==> src/rtl/dsc_pkg.sv <==
package dsc_pkg;
   localparam int REG_CNT = 16;
   localparam int PTR_W   = 4;
   localparam int BYTE_W  = 8;

   typedef logic [BYTE_W-1:0] byte_t;

   localparam logic [2:0] CMD_HIGH    = 3'd1;
   localparam logic [2:0] CMD_CLR_TX  = 3'd5;
   localparam logic [2:0] CMD_END_SVC = 3'd7;

   localparam byte_t MCTL_RESET = 8'hC0;
   localparam byte_t SPEC_VAL   = 8'h07;

   typedef struct packed {
      logic rx_pend;
      logic tx_pend;
      logic rx_svc;
      logic tx_svc;
   } irq_st_t;

   function automatic byte_t wreg_reset(input int idx);
      case (idx)
         4:       return 8'h04;
         9:       return MCTL_RESET;
         11:      return 8'h08;
         14:      return 8'h30;
         15:      return 8'hF8;
         default: return 8'h00;
      endcase
   endfunction
endpackage

==> src/rtl/dsc_vec.sv <==
module dsc_vec
   import dsc_pkg::*;
(
   input  logic    status_hi,
   input  irq_st_t st_a,
   input  irq_st_t st_b,
   output byte_t   vec_o
);
   always_comb begin
      if (st_a.rx_svc)      vec_o = status_hi ? 8'h30 : 8'h0C;
      else if (st_a.tx_svc) vec_o = status_hi ? 8'h10 : 8'h08;
      else if (st_b.rx_svc) vec_o = status_hi ? 8'h20 : 8'h04;
      else if (st_b.tx_svc) vec_o = 8'h00;
      else                  vec_o = status_hi ? 8'h60 : 8'h06;
   end
endmodule

==> src/rtl/dsc_chan.sv <==
module dsc_chan
   import dsc_pkg::*;
(
   input  logic             clk,
   input  logic             rst,
   input  logic             chan_rst,
   input  logic             wr_ctl,
   input  logic             wr_dat,
   input  logic             rd_ctl,
   input  logic             rd_dat,
   input  byte_t            wdata,
   input  logic             rx_valid,
   input  byte_t            rx_data,
   output logic             rx_ready,
   input  logic             brk_in,
   output logic [PTR_W-1:0] ptr_o,
   output byte_t            ctl_rd_o,
   output byte_t            rx_byte_o,
   output irq_st_t          st_o,
   output logic             tx_ien_o,
   output logic             irq_o,
   output logic             wr9_o,
   output logic             tx_strobe_o,
   output byte_t            tx_data_o
);
   byte_t            wreg [REG_CNT];
   logic [PTR_W-1:0] ptr;
   logic             avail, brk;
   byte_t            rx_byte;
   irq_st_t          st, st_n;
   logic             accept, at_zero, rst_cmd;
   logic [2:0]       cmd;
   logic [1:0]       rx_mode;

   assign cmd      = wdata[5:3];
   assign at_zero  = (ptr == '0);
   assign rx_ready = wreg[3][0] & ~avail;
   assign accept   = rx_valid & rx_ready;
   assign rst_cmd  = (wdata[7:6] != 2'b00);
   assign rx_mode  = wreg[1][4:3];

   always_comb begin
      st_n = st;
      if (wr_ctl && at_zero && cmd == CMD_CLR_TX) begin
         st_n.tx_pend = 1'b0;
         st_n.tx_svc  = 1'b0;
         if (st_n.rx_pend) st_n.rx_svc = 1'b1;
      end
      if (wr_ctl && at_zero && cmd == CMD_END_SVC) begin
         if (st_n.rx_svc) begin
            st_n.rx_svc = 1'b0;
            if (st_n.tx_pend) st_n.tx_svc = 1'b1;
         end else begin
            st_n.tx_svc = 1'b0;
         end
      end
      if (rd_dat) begin
         st_n.rx_pend = 1'b0;
         st_n.rx_svc  = 1'b0;
         if (st_n.tx_pend) st_n.tx_svc = 1'b1;
      end
      if (wr_dat) begin
         st_n.tx_pend = 1'b1;
         if (!st_n.rx_svc) st_n.tx_svc = 1'b1;
      end
      if (accept) begin
         st_n.rx_pend = 1'b1;
         st_n.rx_svc  = 1'b1;
      end
   end

   always_ff @(posedge clk) begin
      tx_strobe_o <= 1'b0;
      if (rst || chan_rst) begin
         for (int i = 0; i < REG_CNT; i++) wreg[i] <= wreg_reset(i);
         ptr       <= '0;
         avail     <= 1'b0;
         brk       <= 1'b0;
         rx_byte   <= '0;
         st        <= '0;
         tx_data_o <= '0;
      end else begin
         st <= st_n;
         if (wr_ctl) begin
            if (at_zero) begin
               ptr <= {cmd == CMD_HIGH, wdata[2:0]};
            end else begin
               if (ptr != PTR_W'(9)) wreg[ptr] <= wdata;
               if (!(ptr == PTR_W'(9) && rst_cmd)) ptr <= '0;
            end
         end
         if (rd_ctl) ptr <= '0;
         if (wr_dat) begin
            tx_data_o   <= wdata;
            tx_strobe_o <= wreg[5][3];
         end
         if (accept) begin
            rx_byte <= rx_data;
            avail   <= 1'b1;
         end else if (rd_dat) begin
            avail <= 1'b0;
         end
         if (brk_in) brk <= 1'b1;
      end
   end

   always_comb begin
      case (ptr)
         4'd0:    ctl_rd_o = {brk, 1'b1, 3'b000, 1'b1, 1'b0, avail};
         4'd1:    ctl_rd_o = SPEC_VAL;
         4'd12:   ctl_rd_o = wreg[12];
         4'd13:   ctl_rd_o = wreg[13];
         default: ctl_rd_o = '0;
      endcase
   end

   assign ptr_o     = ptr;
   assign rx_byte_o = rx_byte;
   assign st_o      = st;
   assign tx_ien_o  = wreg[1][1];
   assign wr9_o     = wr_ctl && (ptr == PTR_W'(9));
   assign irq_o     = (wreg[1][1] & st.tx_pend)
                    | (((rx_mode == 2'b01) || (rx_mode == 2'b10)) & st.rx_pend)
                    | (wreg[15][7] & brk);


   rx_take_chk: assert property (@(posedge clk) disable iff (rst)
      (accept && !chan_rst) |=> !rx_ready);

   rx_drain_chk: assert property (@(posedge clk) disable iff (rst)
      (rd_dat && !accept && !chan_rst) |=> !avail);

   ptr_clear_chk: assert property (@(posedge clk) disable iff (rst)
      (rd_ctl && !chan_rst) |=> (ptr == '0));

   tx_hold_chk: assert property (@(posedge clk) disable iff (rst)
      $rose(st.tx_svc) |-> (!$past(st.rx_svc) || !st.rx_svc));

   chan_rst_chk: assert property (@(posedge clk) disable iff (rst)
      chan_rst |=> (ptr == '0 && !avail && !brk && !irq_o));
endmodule

==> src/rtl/dsc_regfront.sv <==
module dsc_regfront
   import dsc_pkg::*;
#(
   parameter int ADDR_W    = 4,
   parameter int REG_SHIFT = 1,
   parameter int NCH       = 2
) (
   input  logic              clk,
   input  logic              rst,
   input  logic              bus_sel,
   input  logic              bus_wr,
   input  logic [ADDR_W-1:0] bus_addr,
   input  logic [7:0]        bus_wdata,
   output logic [7:0]        bus_rdata,
   input  logic [NCH-1:0]    rx_valid,
   input  logic [NCH*8-1:0]  rx_data,
   output logic [NCH-1:0]    rx_ready,
   input  logic [NCH-1:0]    brk_in,
   output logic [NCH-1:0]    tx_strobe,
   output logic [NCH*8-1:0]  tx_data,
   output logic              irq
);
   localparam int SEL_BIT = REG_SHIFT;
   localparam int CH_BIT  = REG_SHIFT + 1;
   localparam int CH_A    = 1;
   localparam int CH_B    = 0;

   if (CH_BIT >= ADDR_W) begin : g_bad_addr
      $error("dsc_regfront: ADDR_W too small for REG_SHIFT");
   end
   if (NCH != 2) begin : g_bad_nch
      $error("dsc_regfront: exactly two channels supported");
   end

   logic             is_dat, ch_sel, rd_any;
   logic [NCH-1:0]   wr_ctl, wr_dat, rd_ctl, rd_dat, chan_rst, wr9, irq_t, tx_ien;
   logic [PTR_W-1:0] ptr   [NCH];
   byte_t            ctl_rd[NCH];
   byte_t            rx_b  [NCH];
   irq_st_t          st    [NCH];
   byte_t            mctl, vec, pend_byte, rd_val;
   logic             any_wr9;

   assign is_dat = bus_addr[SEL_BIT];
   assign ch_sel = bus_addr[CH_BIT];
   assign rd_any = bus_sel & ~bus_wr;

   for (genvar g = 0; g < NCH; g++) begin : g_ch
      assign wr_ctl[g] = bus_sel &  bus_wr & ~is_dat & (ch_sel == g[0]);
      assign wr_dat[g] = bus_sel &  bus_wr &  is_dat & (ch_sel == g[0]);
      assign rd_ctl[g] = rd_any & ~is_dat & (ch_sel == g[0]);
      assign rd_dat[g] = rd_any &  is_dat & (ch_sel == g[0]);
      assign chan_rst[g] = any_wr9 & bus_wdata[6 + g];

      dsc_chan u_ch (
         .clk        (clk),
         .rst        (rst),
         .chan_rst   (chan_rst[g]),
         .wr_ctl     (wr_ctl[g]),
         .wr_dat     (wr_dat[g]),
         .rd_ctl     (rd_ctl[g]),
         .rd_dat     (rd_dat[g]),
         .wdata      (bus_wdata),
         .rx_valid   (rx_valid[g]),
         .rx_data    (rx_data[g*8 +: 8]),
         .rx_ready   (rx_ready[g]),
         .brk_in     (brk_in[g]),
         .ptr_o      (ptr[g]),
         .ctl_rd_o   (ctl_rd[g]),
         .rx_byte_o  (rx_b[g]),
         .st_o       (st[g]),
         .tx_ien_o   (tx_ien[g]),
         .irq_o      (irq_t[g]),
         .wr9_o      (wr9[g]),
         .tx_strobe_o(tx_strobe[g]),
         .tx_data_o  (tx_data[g*8 +: 8])
      );
   end

   assign any_wr9 = |wr9;

   always_ff @(posedge clk) begin
      if (rst) begin
         mctl <= MCTL_RESET;
      end else if (any_wr9) begin
         mctl <= (bus_wdata[7:6] != 2'b00) ? MCTL_RESET : bus_wdata;
      end
   end

   dsc_vec u_vec (
      .status_hi(mctl[4]),
      .st_a     (st[CH_A]),
      .st_b     (st[CH_B]),
      .vec_o    (vec)
   );

   assign pend_byte = {2'b00, st[CH_A].rx_pend, st[CH_A].tx_pend & tx_ien[CH_A], 1'b0,
                       st[CH_B].rx_pend, st[CH_B].tx_pend & tx_ien[CH_B], 1'b0};

   always_comb begin
      if (is_dat) begin
         rd_val = rx_b[ch_sel];
      end else begin
         case (ptr[ch_sel])
            4'd2:    rd_val = (ch_sel == 1'b0) ? vec : 8'h00;
            4'd3:    rd_val = (ch_sel == 1'b1) ? pend_byte : 8'h00;
            default: rd_val = ctl_rd[ch_sel];
         endcase
      end
   end

   always_ff @(posedge clk) begin
      if (rst)         bus_rdata <= '0;
      else if (rd_any) bus_rdata <= rd_val;
   end

   assign irq = |irq_t;


   rdata_hold_chk: assert property (@(posedge clk) disable iff (rst)
      !rd_any |=> $stable(bus_rdata));

   mctl_reset_chk: assert property (@(posedge clk) disable iff (rst)
      (any_wr9 && bus_wdata[7:6] != 2'b00) |=> (mctl == MCTL_RESET));
endmodule

==> config.mk <==
export PLATFORM = sky130hd
export DESIGN_NAME = dsc_regfront
export DESIGN_NICKNAME = d
export VERILOG_FILES = /design/src/rtl/dsc_pkg.sv /design/src/rtl/dsc_vec.sv /design/src/rtl/dsc_chan.sv /design/src/rtl/dsc_regfront.sv
export SDC_FILE = /design/constraint.sdc
export NUM_CORES = 1
export LEC_CHECK = 0
export BUFFER_PORTS_ARGS = -buffer_cell sky130_fd_sc_hd__buf_4
export CORE_MARGIN = 2
export CORE_UTILIZATION = 52
export CTS_CLUSTER_SIZE = 20
export DETAILED_ROUTE_END_ITERATION = 16
export GPL_ROUTABILITY_DRIVEN = 0
export PLACE_DENSITY = 0.76
export SLEW_MARGIN = 0
export SYNTH_ARGS = -nofsm -noshare
export SYNTH_HDL_FRONTEND = slang
export SYNTH_SLANG_ARGS = --single-unit
==> constraint.sdc <==
create_clock -name clk -period 2.2 [get_ports clk]
set_clock_uncertainty 0.15 [all_clocks]
set_input_delay 0.22 -clock clk [delete_from_list [all_inputs] [get_ports clk]]
set_output_delay 0.22 -clock clk [all_outputs]
set_load 0.01 [all_outputs]
# Word-level counts from Yosys, hierarchy flattened
# Memory sizes are Yosys's and may differ from the RTL's. A register that Yosys moved wholly into a read port is not among the register bits.
# Cells that the tools add are included.
# classes
magnitude_cmp	1
n_eq_ne	21
mux	86
bitwise_logic	38
n_reduce_logical	29
# ops
cell	count
$mux 8	26
$pmux 8 s4	2
$mux 1	36
$mux 4	9
$and 1x1->1	26
$eq 4x4->1 const B	6
$mux 6	3
$pmux 8 s2	1
$reduce_or 8->1	2
$reduce_or 2->1	6
$logic_and 1x1->1	10
$mux 5	2
$eq 4x1->1 const B	2
$eq 4x2->1 const B	2
$logic_not 4->1	2
$mux 2	4
$ne 4x4->1 const B	2
$mux 7	1
$not 1->1	7
$eq 3x3->1 const B	2
$mux 3	2
$reduce_bool 2->1	3
$eq 2x1->1 const B	2
$eq 2x2->1 const B	2
other kinds (7)	15
# totals
register_bits	63
ramBits	256
input_bits	36
output_inout_bits	29
elab_cells	195
mem_count	2
# memory_table
name	words	word_bits	read_ports	rd_ports_with_merged_regs	wr	line	rtl
g_ch[0].u_ch.wreg	16	8	6	1	16	dsc_chan.sv:26	byte_t wreg [REG_CNT];
g_ch[1].u_ch.wreg	16	8	6	1	16	dsc_chan.sv:26	

# Depth between registers and ports, before layout
# Gate-level depths: netlist of run 1.
# depth
word_depth	13
ltp_mapped	8
depth_no_buf	5

# Hierarchy
# Synthesis of run 1 repeated with hierarchy kept, for this count alone.
# unflattened
hier_cells	538
hier_area_um2	5307.6
# by_module_without_submodules
module	instances	cells_per_inst	area_each_um2	seq_area_each_um2
dsc_chan at g_ch[0].u_ch	1	217	2210.9	1181.1
dsc_chan at g_ch[1].u_ch	1	211	2172.1	1181.1
dsc_regfront	1	97	829.5	180.2
dsc_vec	1	13	95.1	0.0

# Least setup slack after synthesis of run 1
# Ideal clock, no wire load.
# synth_path
path_kind	in2reg
start	in bus_addr[2]
end	mem g_ch[0].u_ch.wreg[13][0] (netlist bit) (enable)
setup_ns	0.384
arrival_time_ns	1.734
required_time_ns	1.666
setup_slack_ns	-0.068
cell_stages	5
n_path_buf	1
path_cell_list	buf_4 > and4bb_2 > nand2_1 > or2_1 > o21ai_0
# synth_lines
element	line	rtl
from (decl)	dsc_regfront.sv:12	input logic [ADDR_W-1:0] bus_addr,
to (decl)	dsc_chan.sv:26	

==> flow_metrics.tcl, run 1 <==
set metrics [dict create \
    yosysWarnings 0 \
    p_int_mw 2.72 \
    cts_tree "built" \
    ant_nets 0 \
    cp.required_ps 2090 \
    synth_ff_type "dfxtp_1" \
    p_per_area_mw_per_mm2 604 \
    cts_htree_levels 3 \
    max_stage_delay_ps 480 \
    yosysSeqAreaShare_pct 50.2 \
    nNetsFinal 645 \
    ys_ff_latch 105 \
    synth_nets 568 \
    ir_drop_mv 0.386 \
    fin_crit_sh_pct 93.5 \
    clockPowerShare_pct 31.1 \
    start_util_pct 52.7 \
    drtIter0Drc 449 \
    holdCritPathClass "input port to flop" \
    final_common_cell "buf_4" \
    synthArstFlopShare_pct 0 \
    worst_ep_arrival_time_ps 1940 \
    rsz0062_at_grt "no" \
    grt_pass1_vias 4077 \
    n_fill_cell 776 \
    syn_area_mm2 0.00506 \
    cts_sinks 105 \
    wl_per_cell_um 18.1 \
    root_buffer "clkbuf_8" \
    cts_setup_buffers 0 \
    synthTopCellsByArea "edfxtp_1, dfxtp_1, nand2_1, a21oi_1, and2_1" \
    synth_edf_count 44 \
    dpl.hpwl_um 9640 \
    grt_pass1_wl_um 20800 \
    viasPerCell 5.89 \
    period_minus_slack_ps 2060 \
    critical_path_class "flop to flop" \
    status "completed" \
    core_mm2 0.00959 \
    synth_top_area_cell "edfxtp_1" \
    fmax_mhz 486 \
    numCtsBuffers 9 \
    post-route-drc-count 0 \
    vias 4399 \
    rows 36 \
    n_antenna_cell 0 \
    cp-end-kind "flop" \
    postSynthAreaPerCell_um2 9.51 \
    track_usage_pct 25.9 \
    io_buffers 62 \
    worst_pin_slew_ps 664 \
    worst-path-buf-inv 0 \
    power_switching_uw 968 \
    grt_antenna_before_repair 0 \
    drive_gt1_share_pct 21.3 \
    synth.top_cell.area_share_pct 26.1 \
    clk_pin_slew_ps 110 \
    fp.dieH_um 103 \
    max_slew_margin_pct 55.6 \
    dr.pass1.iters 5 \
    final_cell_mix "buf_4, nand2_1, dfxtp_1" \
    grt_remaining_overflow 0 \
    synth_cell_types 61 \
    p_leak_nw 2.27 \
    pin_count 65 \
    dp_cells 711 \
    syn_to_final_growth_pct 20.6 \
    pwr-share-comb_pct 11.5 \
    switching_share_pct 26.2 \
    hold_slack_ps 17.0 \
    maxSlewViolCount 0 \
    crit_fanout 8 \
    clockBufferDepth 2 \
    pwr-share-seq_pct 57.4 \
    cp-start-kind "flop" \
    hold_violations 0 \
    routed_wl_um 13500 \
    clock_latency_ps 370 \
    drv_cap 0 \
    cp_top_family "compound AO/OA/AOI/OAI gates" \
    die_x_um 103 \
    cp_slowest_cell "a21oi_1" \
    finalSetupTns_ps 0 \
    setup_viol 0 \
    grt_max_degree 32 \
    die_area_mm2 0.0105 \
    finish.utilization_pct 63.6 \
    netlist_instances 532 \
    path_cells "nand4bb_1, o32ai_4, a21oi_1, nand2_1" \
    final_cells 747 \
]
## kinds of logic (layout without fill, tap and decap cells)
logic type             count (synthesis)  after routing  synth area share (%)
XOR/XNOR                               2              2                 0.346
buffers and inverters                 51            133                  4.70
AO/OA/AOI/OAI                        128            128                  16.4
multiplexers                          23             23                  4.72
AND/OR/NAND/NOR                      223            223                  23.5
flip-flops                           105            105                  50.2
## cell usage after synthesis, types with 5 or more instances
master    count
inv_1         6
mux2i_1      16
nor4_1        8
nor2b_1       5
edfxtp_1     44
dfxtp_1      61
buf_2        13
a31oi_1       5
nor3_1        6
buf_4         8
a21oi_1      47
nand2_1      71
o22ai_1       5
mux2_2        7
and3_1        9
and2_1       31
o32ai_1       6
nor2_1       31
a22oi_1      17
o21ai_0      22
clkbuf_1     20
nand2b_1      8
nand3_1      22
## metal layers
| layer | up-vias | wire length (um) | global-route usage, % |
|---|---|---|---|
| met2 | 236 | 6540 | 42.5 |
| met3 | 32 | 1160 | 4.95 |
| met1 | 2057 | 5360 | 34.3 |
| met5 | - | 0 | 0 |
| li1 | 2074 | - | - |
| met4 | 0 | 439 | 9.64 |
## registers in the layout, indices dropped and copies added (netlist names)
signal                 cells
g_ch.u_ch.st_o             6
g_ch.u_ch.brk              2
bus_rdata                  8
g_ch.u_ch.tx_strobe_o      2
g_ch.u_ch.rx_byte_o       16
g_ch.u_ch.avail            2
mctl                       1
g_ch.u_ch.ptr_o            8
g_ch.u_ch.tx_data_o       16
g_ch.u_ch.wreg            44
## worst reg2reg max path, stage by stage (launching register included)
cell and delay (ps):
dfxtp_1 370, nand4bb_1 210, o32ai_4 150, a21oi_1 480
nand2_1 370
## final timing paths
path / to / from / slack, ps / depth (start not counted)
min reg2reg: g_ch[1].u_ch.rx_byte_o[7] / g_ch[1].u_ch.rx_byte_o[7] / 310 / 2
min: g_ch[0].u_ch.tx_data_o[2] / bus_wdata[2] / 20 / 3
max reg2reg: g_ch[1].u_ch.wreg[12][4] / g_ch[0].u_ch.ptr_o[1] / 140 / 4
max: g_ch[1].u_ch.wreg[12][4] / g_ch[0].u_ch.ptr_o[1] / 140 / 4
## final cells by class
| cell class | instances | area [um^2] | share of cell area (%) |
|---|---|---|---|
| Clock buffer | 10 | 138 | 2.26 |
| Clock inverter | 6 | 50.0 | 0.820 |
| Inverter | 6 | 22.5 | 0.369 |
| Multi-Input combinational cell | 376 | 2300 | 37.7 |
| Sequential cell | 105 | 2540 | 41.7 |
| Tap cell | 133 | 166 | 2.73 |
| Timing Repair Buffer | 111 | 883 | 14.5 |
## per-stage QoR
step	worst slack (ps)	total power, mW	instance area [um^2]
after floorplan	21.5	2.37	5060
after global placement	159	2.53	5700
after detailed placement	88.4	2.54	5700
after CTS	95.6	3.68	6090
after global routing	6.51	3.80	6100
final	143	3.69	6100
## power groups by stage
| stage | Combinational [mW] | Clock, mW | Sequential [mW] |
|---|---|---|---|
| 6_report | 0.424 | 1.15 | 2.12 |
| 2_1_floorplan | 0.219 | 0 | 2.15 |
| 4_1_cts | 0.413 | 1.15 | 2.12 |
| 3_3_place_gp | 0.376 | 0 | 2.16 |
| 5_1_grt | 0.457 | 1.22 | 2.12 |
| 3_5_place_dp | 0.384 | 0 | 2.16 |
## timing repair
action                                 in CTS  in global routing
endpoints found under the hold margin      21                  0
gates resized for setup                     0                  4
hold buffers                               20                  0
setup endpoints to repair                   0                  2
No activity file was read; power rests on OpenSTA's default activity.
==> inputs of run 2 (changes only) <==
--- a/config.mk
+++ b/config.mk
@@ -6,11 +6,11 @@
 export NUM_CORES = 1
 export LEC_CHECK = 0
 export BUFFER_PORTS_ARGS = -buffer_cell sky130_fd_sc_hd__buf_4
-export CORE_MARGIN = 2
 export CORE_UTILIZATION = 52
 export CTS_CLUSTER_SIZE = 20
 export DETAILED_ROUTE_END_ITERATION = 16
 export GPL_ROUTABILITY_DRIVEN = 0
+export HOLD_SLACK_MARGIN = 0.05
 export PLACE_DENSITY = 0.76
 export SLEW_MARGIN = 0
 export SYNTH_ARGS = -nofsm -noshare
==> run 2 against run 1 <==
Hold slack better by 69 ps. First-iteration DRC count is 25% lower. Setup slack got worse by 51 ps. Non-clock buffer count up 23. Cell area grew 3.7%. Utilization rose by 4.3 points. Routed wire length up 3.7%. Global-route usage up 2.7 points.
==> flow_metrics.tcl, run 2 (synthesis gave the netlist of run 1 again) <==
set metrics [dict create \
    status "completed" \
    ant_nets 0 \
    critical_path_class "flop to flop" \
    switching_share_pct 25.6 \
    largest_reg_flops 44 \
    clockPowerShare_pct 30.8 \
    power_switching_uw 952 \
    fp.dieH_um 101 \
    rsz0062_at_grt "no" \
    syn_to_final_growth_pct 25.1 \
    timing.final.ws_setup_ps 91.5 \
    pwr-share-comb_pct 12.2 \
    cp-end-kind "flop" \
    grt_antenna_before_repair 0 \
    cp-start-kind "flop" \
    final_cell_mix "buf_4, nand2_1, dfxtp_1" \
    dpl_cell_area_mm2 0.00571 \
    cts_htree_levels 3 \
    post-route-drc-count 0 \
    period_minus_slack_ps 2110 \
    max_slew_margin_pct 56.7 \
    worst-path-buf-inv 0 \
    clock_latency_ps 360 \
    grt_max_degree 28 \
    cts_sinks 105 \
    drtIter0Drc 336 \
    n_antenna_cell 0 \
    die_area_mm2 0.0101 \
    p_int_mw 2.76 \
    grt_pass1_vias 4293 \
    finish.utilization_pct 67.9 \
    holdCritPathClass "input port to flop" \
    grt_remaining_overflow 0 \
    hold_slack_ps 85.7 \
    crit_fanout 9 \
    viasPerCell 5.83 \
    path_cells "nand4bb_1, o32ai_4, a21oi_1, o21ai_0" \
    clockBufferDepth 2 \
    wl_per_cell_um 18.3 \
    vias 4468 \
    cts_tree "built" \
    p_per_area_mw_per_mm2 586 \
    root_buffer "clkbuf_8" \
    worst_pin_slew_ps 650 \
    start_util_pct 54.2 \
    drv_cap 0 \
    max_stage_delay_ps 570 \
    dp_cells 708 \
    fmax_mhz 474 \
    cp_slowest_cell "a21oi_1" \
    drive_gt1_share_pct 20.7 \
    core_mm2 0.00933 \
    setup_viol 0 \
    fin_crit_sh_pct 95.8 \
    numCtsBuffers 9 \
    grt_pass1_wl_um 21900 \
    routed_wl_um 14000 \
    final_cells 766 \
    dp_slack_ps 53.5 \
    p_total_mw 3.71 \
    rows 35 \
    final_common_cell "buf_4" \
    finalSetupTns_ps 0 \
    cp_top_family "compound AO/OA/AOI/OAI gates" \
    pin_count 65 \
    nNetsFinal 668 \
    dpl.hpwl_um 9580 \
    track_usage_pct 28.6 \
    worst_ep_arrival_time_ps 2010 \
    io_buffers 62 \
    fin_area_mm2 0.00633 \
    pwr-share-seq_pct 57.0 \
    regMostFlops "g_ch.u_ch.wreg" \
    n_fill_cell 721 \
    die_x_um 101 \
    ir_drop_mv 0.438 \
    hold_violations 0 \
    maxSlewViolCount 0 \
    dr.pass1.iters 5 \
    clk_pin_slew_ps 100 \
    p_leak_nw 2.34 \
    cp.required_ps 2100 \
]
## run 2: cell types whose count changed in the layout (fill, tap and decap cells not counted), sizes merged
| cell | change |
|---|---|
| inv | +1 |
| dlygate4sd3 | +22 |
| buf | +1 |
| clkinv | -2 |
| bufinv | +1 |
## run 2: final cells by class
cell class                      instances  area (um^2)  area share (%)
Sequential cell                       105         2540            40.2
Multi-Input combinational cell        376         2300            36.3
Timing Repair Buffer                  134         1120            17.7
Tap cell                              129          161            2.55
Clock buffer                           10          128            2.02
Clock inverter                          6         55.1           0.870
Inverter                                6         22.5           0.356
## run 2: power by group through the flow
stage          registers [mW]  logic [mW]  clock network [mW]
4_1_cts                  2.12       0.437                1.15
3_3_place_gp             2.16       0.379                   0
5_1_grt                  2.12       0.484                1.23
3_5_place_dp             2.16       0.387                   0
6_report                 2.12       0.452                1.14
2_1_floorplan            2.15       0.219                   0
## run 2: final timing paths
check	cells past startpoint	slack (ps)	from	end
worst min-delay path	3	90	rx_valid[1]	g_ch[1].u_ch.rx_byte_o[6]
worst max register to register	4	90	g_ch[0].u_ch.ptr_o[2]	g_ch[1].u_ch.wreg[1][4]
worst min register to register	2	310	g_ch[0].u_ch.tx_data_o[1]	g_ch[0].u_ch.tx_data_o[1]
worst max-delay path	4	90	g_ch[0].u_ch.ptr_o[2]	g_ch[1].u_ch.wreg[1][4]
## run 2: repair_timing
item                                    CTS  global route
hold endpoints to repair                 42             1
gates resized for setup                   0             4
hold buffers                             41             1
buffers inserted                          0             0
endpoints found under the setup margin    0             4
## run 2: routing by layer
layer | track usage [%] | vias to the layer above | part of all wire [%]
met5 | 0 | - | 0
met4 | 10.8 | 0 | 3.3
met3 | 6.87 | 46 | 8.5
met2 | 47.7 | 231 | 48
met1 | 36.2 | 2074 | 40
li1 | - | 2117 | -
## run 2: worst min-delay path, delay by kind of cell
| family | cells | cell delay [ps] |
|---|---|---|
| buf+inv | 1 | 150 |
| simple gates | 1 | 120 |
| compound gates | 1 | 70 |
==> inputs of run 3 (changes only) <==
--- a/config.mk
+++ b/config.mk
@@ -12,6 +12,7 @@
 export GPL_ROUTABILITY_DRIVEN = 0
 export HOLD_SLACK_MARGIN = 0.05
 export PLACE_DENSITY = 0.76
+export RECOVER_POWER = 100
 export SLEW_MARGIN = 0
 export SYNTH_ARGS = -nofsm -noshare
 export SYNTH_HDL_FRONTEND = slang
==> run 3 against run 2 <==
Global-route usage is the same. Routed wire length increased by 0.26%. Largest power group unchanged. Highest routed layer unchanged. Power down 0.46%. Clock-buffer cell count unchanged. First-iteration DRC count fell by 3.9%. Sequential share of layout area grew 0.89 points. Critical path depth unchanged. Setup slack improved by 29 ps.
==> flow_metrics.tcl, run 3 (synthesis gave the netlist of run 1 again) <==
set metrics [dict create \
    numCtsBuffers 9 \
    nNetsFinal 668 \
    root_buffer "clkbuf_8" \
    cp.required_ps 2110 \
    use_met3_pct 6.87 \
    drv_cap 0 \
    cp-end-kind "flop" \
    wl_per_cell_um 18.3 \
    grt_max_degree 28 \
    final_cells 766 \
    clk_pin_slew_ps 100 \
    drtIter0Drc 323 \
    regMostFlops "g_ch.u_ch.wreg" \
    dr.pass1.iters 5 \
    final_cell_mix "nand2_1, dfxtp_1, buf_4" \
    vias 4478 \
    ant_nets 0 \
    track_usage_pct 28.6 \
    grt_pass1_vias 4293 \
    grt_pass1_wl_um 21900 \
    cts_tree "built" \
    syn_to_final_growth_pct 22.4 \
    dpl.hpwl_um 9580 \
    maxSlewViolCount 0 \
    io_buffers 62 \
    largest_reg_flops 44 \
    max_slew_margin_pct 57.1 \
    fp.dieH_um 101 \
    pwr-share-seq_pct 57.3 \
    clockPowerShare_pct 30.9 \
    worst_pin_slew_ps 643 \
    switching_share_pct 25.7 \
    power_switching_uw 950 \
    core_mm2 0.00933 \
    grt_antenna_before_repair 0 \
    dp_cells 708 \
    use_met1_pct 36.2 \
    period_minus_slack_ps 2080 \
    timing.final.ws_setup_ps 120 \
    final_common_cell "nand2_1" \
    pin_count 65 \
    busiest_layer "met2" \
    critical_path_class "flop to flop" \
    cts_sinks 105 \
    fmax_mhz 481 \
    routed_wl_um 14000 \
    die_area_mm2 0.0101 \
    worst_ep_arrival_time_ps 1980 \
    ir_drop_mv 0.437 \
    hold_slack_ps 89.7 \
    status "completed" \
    cts_setup_buffers 0 \
    die_x_um 101 \
    clockBufferDepth 2 \
    p_int_mw 2.75 \
    post-route-drc-count 0 \
    hold_violations 0 \
    crit_fanout 9 \
    setup_viol 0 \
    viasPerCell 5.85 \
    finalSetupTns_ps 0 \
    drive_gt1_share_pct 15.5 \
    rows 35 \
    grt_remaining_overflow 0 \
    holdCritPathClass "input port to flop" \
    cts_htree_levels 3 \
    fin_crit_sh_pct 94.5 \
    p_leak_nw 2.19 \
    cp-start-kind "flop" \
    n_antenna_cell 0 \
    p_per_area_mw_per_mm2 597 \
    dp_slack_ps 53.5 \
    rsz0062_at_grt "no" \
    clock_latency_ps 360 \
    pwr-share-comb_pct 11.8 \
    grtUsageMet2_pct 47.7 \
    start_util_pct 54.2 \
]
run 3: worst max-delay path: stages (launching register included):
cell,delay [ps]
dfxtp_1,340
nand4bb_1,210
o32ai_4,160
a21oi_1,560
o21ai_0,350
run 3: what timing repair did:
action                                  4_1_cts  5_1_grt
gates resized for setup                       0        4
hold buffers                                 41        1
hold endpoints to repair                     42        1
endpoints found under the setup margin        0        4
run 3: path summary, 6_finish.rpt:
kind,from,end,slack (ps),cells past startpoint
setup reg to reg,g_ch[0].u_ch.ptr_o[2],g_ch[1].u_ch.wreg[1][4],120,4
setup / recovery,g_ch[0].u_ch.ptr_o[2],g_ch[1].u_ch.wreg[1][4],120,4
hold reg to reg,g_ch[0].u_ch.tx_data_o[1],g_ch[0].u_ch.tx_data_o[1],310,2
hold / removal,rx_valid[1],g_ch[1].u_ch.rx_byte_o[6],90,3
run 3: power groups by stage:
| stage | Combinational, mW | Clock (mW) | Sequential (mW) |
|---|---|---|---|
| after CTS | 0.437 | 1.15 | 2.12 |
| after global routing | 0.467 | 1.23 | 2.12 |
| after global placement | 0.379 | 0 | 2.16 |
| after detailed placement | 0.387 | 0 | 2.16 |
| after floorplan | 0.219 | 0 | 2.15 |
| final | 0.436 | 1.14 | 2.12 |
run 3: layout make-up:
type	count	area (um^2)
Clock inverter	6	55.1
Clock buffer	10	128
Multi-Input combinational cell	376	2290
Fill cell	753	3130
Tap cell	129	161
Inverter	6	22.5
Timing Repair Buffer	134	993
Sequential cell	105	2540
run 3: metrics by stage:
step           util [%]  cell area (um^2)  total power [mW]
2_1_floorplan         -              5060              2.37
3_3_place_gp       61.2              5710              2.54
3_5_place_dp       61.2              5710              2.55
4_1_cts            67.6              6310              3.71
5_1_grt            66.4              6190              3.82
6_report           66.4              6190              3.70
run 3: routing by layer:
layer,vias to the layer above,part of all wire (%)
met2,226,48
met4,0,3.0
met5,-,0
li1,2122,-
met3,38,8.0
met1,2092,41
